File: config.mk
export PLATFORM = sky130hd
export DESIGN_NAME = capreg_top
export DESIGN_NICKNAME = d
export VERILOG_FILES = /design/src/rtl/capreg_pkg.sv /design/src/rtl/capreg_bit.sv /design/src/rtl/capreg_lock_qual.sv /design/src/rtl/capreg_top.sv
export SDC_FILE = /design/constraint.sdc
export NUM_CORES = 1
export LEC_CHECK = 0
export ABC_AREA = 0
export BUFFER_PORTS_ARGS = -buffer_cell sky130_fd_sc_hd__buf_4
export CORE_AREA = 4 4 41 43
export DETAILED_ROUTE_END_ITERATION = 8
export DIE_AREA = 0 0 45 47
export GPL_ROUTABILITY_DRIVEN = 0
export PLACE_DENSITY_LB_ADDON = 0.05
export SYNTH_ARGS = -nofsm -noshare
export SYNTH_HDL_FRONTEND = slang
export SYNTH_SLANG_ARGS = --single-unit
File: constraint.sdc
create_clock -name clk -period 1.5 [get_ports clk]
set_clock_uncertainty 0.2 [all_clocks]
set_input_delay 0.3 -clock clk [delete_from_list [all_inputs] [get_ports clk]]
set_output_delay 0.3 -clock clk [all_outputs]
set_load 0.01 [all_outputs]
File: src/rtl/capreg_pkg.sv
package capreg_pkg;

   // Source chosen for a storage bit at the next clock edge.
   typedef enum logic [1:0] {
      SRC_HOLD = 2'd0,
      SRC_SW   = 2'd1,
      SRC_RMT  = 2'd2
   } src_e;

   // Build a mask with `width` ones starting at bit `lsb`.
   function automatic logic [31:0] field_mask(input int unsigned lsb, input int unsigned width);
      logic [31:0] m;
      m = '0;
      for (int unsigned k = 0; k < 32; k++) begin
         if (k >= lsb && k < lsb + width) m[k] = 1'b1;
      end
      return m;
   endfunction

endpackage

File: src/rtl/capreg_bit.sv
module capreg_bit
   import capreg_pkg::*;
(
   input  logic clk,
   input  logic rst_n,
   input  src_e src_i,
   input  logic sw_d_i,
   input  logic rmt_d_i,
   output logic q_o
);

   always_ff @(posedge clk or negedge rst_n) begin
      if (!rst_n) begin
         q_o <= 1'b0;
      end else begin
         unique case (src_i)
            SRC_SW:  q_o <= sw_d_i;
            SRC_RMT: q_o <= rmt_d_i;
            default: q_o <= q_o;
         endcase
      end
   end

endmodule

File: src/rtl/capreg_lock_qual.sv
module capreg_lock_qual #(
   parameter bit ONE_SHOT = 1'b0
) (
   input  logic clk,
   input  logic rst_n,
   input  logic rx_lock,
   input  logic rmt_valid,
   input  logic frozen,
   output logic load_o
);

   logic lock_q;
   logic lock_held;
   logic lock_rise;

   always_ff @(posedge clk or negedge rst_n) begin
      if (!rst_n) lock_q <= 1'b0;
      else        lock_q <= rx_lock;
   end

   assign lock_held = rx_lock & lock_q;
   assign lock_rise = rx_lock & ~lock_q;

   generate
      if (ONE_SHOT) begin : g_one_shot
         logic armed_q;
         logic grant;
         assign grant  = rmt_valid & lock_held & ~frozen & armed_q;
         assign load_o = grant;
         always_ff @(posedge clk or negedge rst_n) begin
            if (!rst_n)          armed_q <= 1'b0;
            else if (!rx_lock)   armed_q <= 1'b0;
            else if (lock_rise)  armed_q <= 1'b1;
            else if (grant)      armed_q <= 1'b0;
         end
      end else begin : g_level
         logic unused_rise;
         assign unused_rise = lock_rise;
         assign load_o = rmt_valid & lock_held & ~frozen;
      end
   endgenerate

endmodule

File: src/rtl/capreg_top.sv
module capreg_top
   import capreg_pkg::*;
#(
   parameter int unsigned DATA_W   = 8,
   parameter int unsigned CAP_W    = 4,
   parameter int unsigned CAP_LSB  = 2,
   parameter int unsigned FRZ_POS  = 7,
   parameter bit          ONE_SHOT = 1'b0
) (
   input  logic              clk,
   input  logic              rst_n,
   input  logic              sw_we,
   input  logic [7:0]        sw_wdata,
   output logic [7:0]        sw_rdata,
   input  logic              rx_lock,
   input  logic              rmt_valid,
   input  logic [3:0]        rmt_caps,
   output logic              freeze_o,
   output logic [3:0]        caps_o
);

   localparam logic [31:0] CAP_MASK32 = field_mask(CAP_LSB, CAP_W);
   localparam logic [31:0] FRZ_MASK32 = field_mask(FRZ_POS, 1);
   localparam logic [DATA_W-1:0] IMPL_MASK = DATA_W'(CAP_MASK32 | FRZ_MASK32);

   generate
      if (DATA_W != 8) begin : g_bad_width
         $error("capreg_top: port widths assume DATA_W of 8");
      end
      if (CAP_W != 4) begin : g_bad_cap_w
         $error("capreg_top: port widths assume CAP_W of 4");
      end
      if (FRZ_POS >= DATA_W) begin : g_bad_frz
         $error("capreg_top: freeze position outside the word");
      end
      if (CAP_LSB + CAP_W > DATA_W) begin : g_bad_cap
         $error("capreg_top: capability field outside the word");
      end
      if (FRZ_POS >= CAP_LSB && FRZ_POS < CAP_LSB + CAP_W) begin : g_overlap
         $error("capreg_top: freeze bit overlaps capability field");
      end
   endgenerate

   logic             frz_q;
   logic [CAP_W-1:0] cap_q;
   logic             load_en;
   src_e             cap_src;
   src_e             frz_src;

   capreg_lock_qual #(
      .ONE_SHOT (ONE_SHOT)
   ) u_lock (
      .clk       (clk),
      .rst_n     (rst_n),
      .rx_lock   (rx_lock),
      .rmt_valid (rmt_valid),
      .frozen    (frz_q),
      .load_o    (load_en)
   );

   always_comb begin
      if (sw_we)        cap_src = SRC_SW;
      else if (load_en) cap_src = SRC_RMT;
      else              cap_src = SRC_HOLD;
      frz_src = sw_we ? SRC_SW : SRC_HOLD;
   end

   capreg_bit u_frz (
      .clk     (clk),
      .rst_n   (rst_n),
      .src_i   (frz_src),
      .sw_d_i  (sw_wdata[FRZ_POS]),
      .rmt_d_i (frz_q),
      .q_o     (frz_q)
   );

   generate
      for (genvar i = 0; i < CAP_W; i++) begin : g_cap
         capreg_bit u_bit (
            .clk     (clk),
            .rst_n   (rst_n),
            .src_i   (cap_src),
            .sw_d_i  (sw_wdata[CAP_LSB + i]),
            .rmt_d_i (rmt_caps[i]),
            .q_o     (cap_q[i])
         );
      end
   endgenerate

   logic unused_wr_bits;
   assign unused_wr_bits = ^(sw_wdata & ~IMPL_MASK);

   always_comb begin
      sw_rdata                   = '0;
      sw_rdata[FRZ_POS]          = frz_q;
      sw_rdata[CAP_LSB +: CAP_W] = cap_q;
   end

   assign freeze_o = frz_q;
   assign caps_o   = cap_q;

endmodule

==> reports/results.tsv <==
metric	value	unit
Root Buffer	clkbuf_4	
initial antenna violation count	0	
Total Power	0.4467	mW
clock buffer depth	2	
Fin Hold WS	0.07553	ns
area delta synth->final	36.30	%
Worst VDD drop	0.0004763	V
All-Layer GR Usage	0.07803	
# port buffers	23	
PwrDens	897.1	nW/µm²
Final TNS setup	0	ns
core area	1301	µm²
CP endpoint kind	register	
wire per inst	11.03	µm
antenna-violating nets left	0	
final worst-path cycle share	0.9268	
FF/Latch Area	150.1	µm²
RSZ-0062 raised after global routing	false	
vias in the first global route	279	
yosys warns	0	
first-pass GRT wire length	1104	µm
total vias in the final route	279	
Post-Synth Adder-Cell Area	0	
Hold WC Path Type	in2reg	
sequential share of the synthesized area	0.4110	
Final #Nets	69	
later-pin clock latency in the skew report	0.24	ns
largest net degree at the start of global routing	10	
initial core utilization	0.2808	
# diodes	0	
Die X	45	µm
Remaining DRCs	0	
total congestion overflow	0	
simple logic cell fraction of the synthesized area	0.1062	
Yosys cell types	9	
share of the synthesized area in the top cell type	0.4110	
mux share of post-synthesis cell area	0.1404	
post-CTS setup buffers	0	
Synth Area in XOR/XNOR	0	
fmax	719.3	MHz
Vias per Instance	4.292	
WS Path Type	in2reg	
fill cell count	147	
Worst EP required	1.42	ns
die area	2115	µm²
Rows	13	
maxcap violations	0	
share of layout cells above drive strength 1	0.5400	
mean post-synth cell area	10.75	µm²
clk sinks	6	
Mapped Cells	34	
drt initial violations	1	
mapped cell area	365.4	µm²
WP data arrival	1.31	ns
Compound-Gate Fraction of Synth Area	0.05479	
number of top-level pins	30	
worst-path fanout max	4	
Synth area leaders	dfrtp_1, buf_4, mux2i_1	
first drt pass iteration count	4	
clock slew at reported path FFs	0.04	ns
combined area of the multi-input logic cells	121.4	µm²
P_leak	0.2820	nW
area leader, netlist	dfrtp_1	
H-tree levels	1	
final WL	717	µm
# setup viols final	0	
most frequent cells in the layout	buf_4, dfrtp_1, mux2i_1, nand2_1, o21ai_1	
total CTS buffers	3	
Final Hold Vio Count	0	
CTS tree	yes	
Slew Limit Fails	0	
commonest non-fill, non-tap cell in the layout	buf_4	
min Tclk post-route	1.390	ns
main combinational cell family by area after synthesis	buffers and inverters	
cts repair resizes	0	
#FFs+latches synth	6	
Die Ht	47	µm
Setup crit start kind	input port	
status	complete, no violations	
path summary, 6_finish.rpt:
| path | endpoint | cells after the start | from | slack, ns |
|---|---|---|---|---|
| max in group asynchronous | g_cap[0].u_bit.q_o$_DFFE_PN0P_ | 2 | rst_n | 0.79 |
| min in group asynchronous | u_lock.lock_q$_DFF_PN0_ | 2 | rst_n | 0.20 |
| max reg2reg | g_cap[3].u_bit.q_o$_DFFE_PN0P_ | 3 | u_frz.q_o$_DFFE_PN0P_ | 0.29 |
| max | g_cap[3].u_bit.q_o$_DFFE_PN0P_ | 4 | rx_lock | 0.11 |
| min reg2reg | g_cap[0].u_bit.q_o$_DFFE_PN0P_ | 2 | g_cap[0].u_bit.q_o$_DFFE_PN0P_ | 0.37 |
| min | g_cap[0].u_bit.q_o$_DFFE_PN0P_ | 3 | sw_wdata[2] | 0.08 |
flip-flops by register name (all words and copies together), names as in the netlist:
name,count
u_lock.lock_q,1
g_cap.u_bit.q_o,4
u_frz.q_o,1
synth_stat cells:
cell type	count
nand2_1	4
buf_4	12
conb_1	1
buf_6	1
o21ai_1	4
dfrtp_1	6
mux2i_1	4
nand4b_4	1
mux2_2	1
cell type report:
type                       instances  area share
tap                               15     0.03769
clock buffer                       3     0.04523
timing repair buffer              24      0.3719
multi-input combinational         17      0.2437
sequential                         6      0.3015
critical path, cell delays in order:
cell           delay (ns)
dlygate4sd3_1        0.59
nand4b_4             0.16
mux2i_1              0.19
o21ai_1              0.07
report_power, final:
group,switching [mW],internal (mW)
combinational,0.0473,0.0694
clock,0.0513,0.0900
sequential,0.0114,0.177
metrics by stage:
step / util / cells / cell area (µm²) / setup slack (ns)
after floorplan: - / 36 / 372.9 / 0.3286
after global placement: 0.3558 / 61 / 462.9 / 0.3063
after detailed placement: 0.3558 / 61 / 462.9 / 0.2791
after CTS: 0.3885 / 66 / 505.5 / 0.02514
after global routing: 0.3827 / 65 / 498.0 / 0.03223
final: 0.3827 / 65 / 498.0 / 0.1098
logic make-up (layout without fill, tap and decap cells):
kind of cell	Yosys count	in the layout
AO/OA/AOI/OAI	4	4
buffers and inverters	13	27
flip-flops	6	6
multiplexers	5	5
other	1	3
AND/OR/NAND/NOR	5	5
metal layers:
layer  routed length (µm)  vias up  global-route usage
li1                     -      129                   -
met3                   84        0             0.05747
met2                  374       18              0.1299
met5                    0        -                   0
met4                    0        0             0.01754
met1                  258      132             0.07907
timing repair:
action                                  4_1_cts  5_1_grt
hold buffers                                  2        0
endpoints found under the setup margin        0        3
hold endpoints to repair                      7        0
No activity file was read; power rests on OpenSTA's default activity.
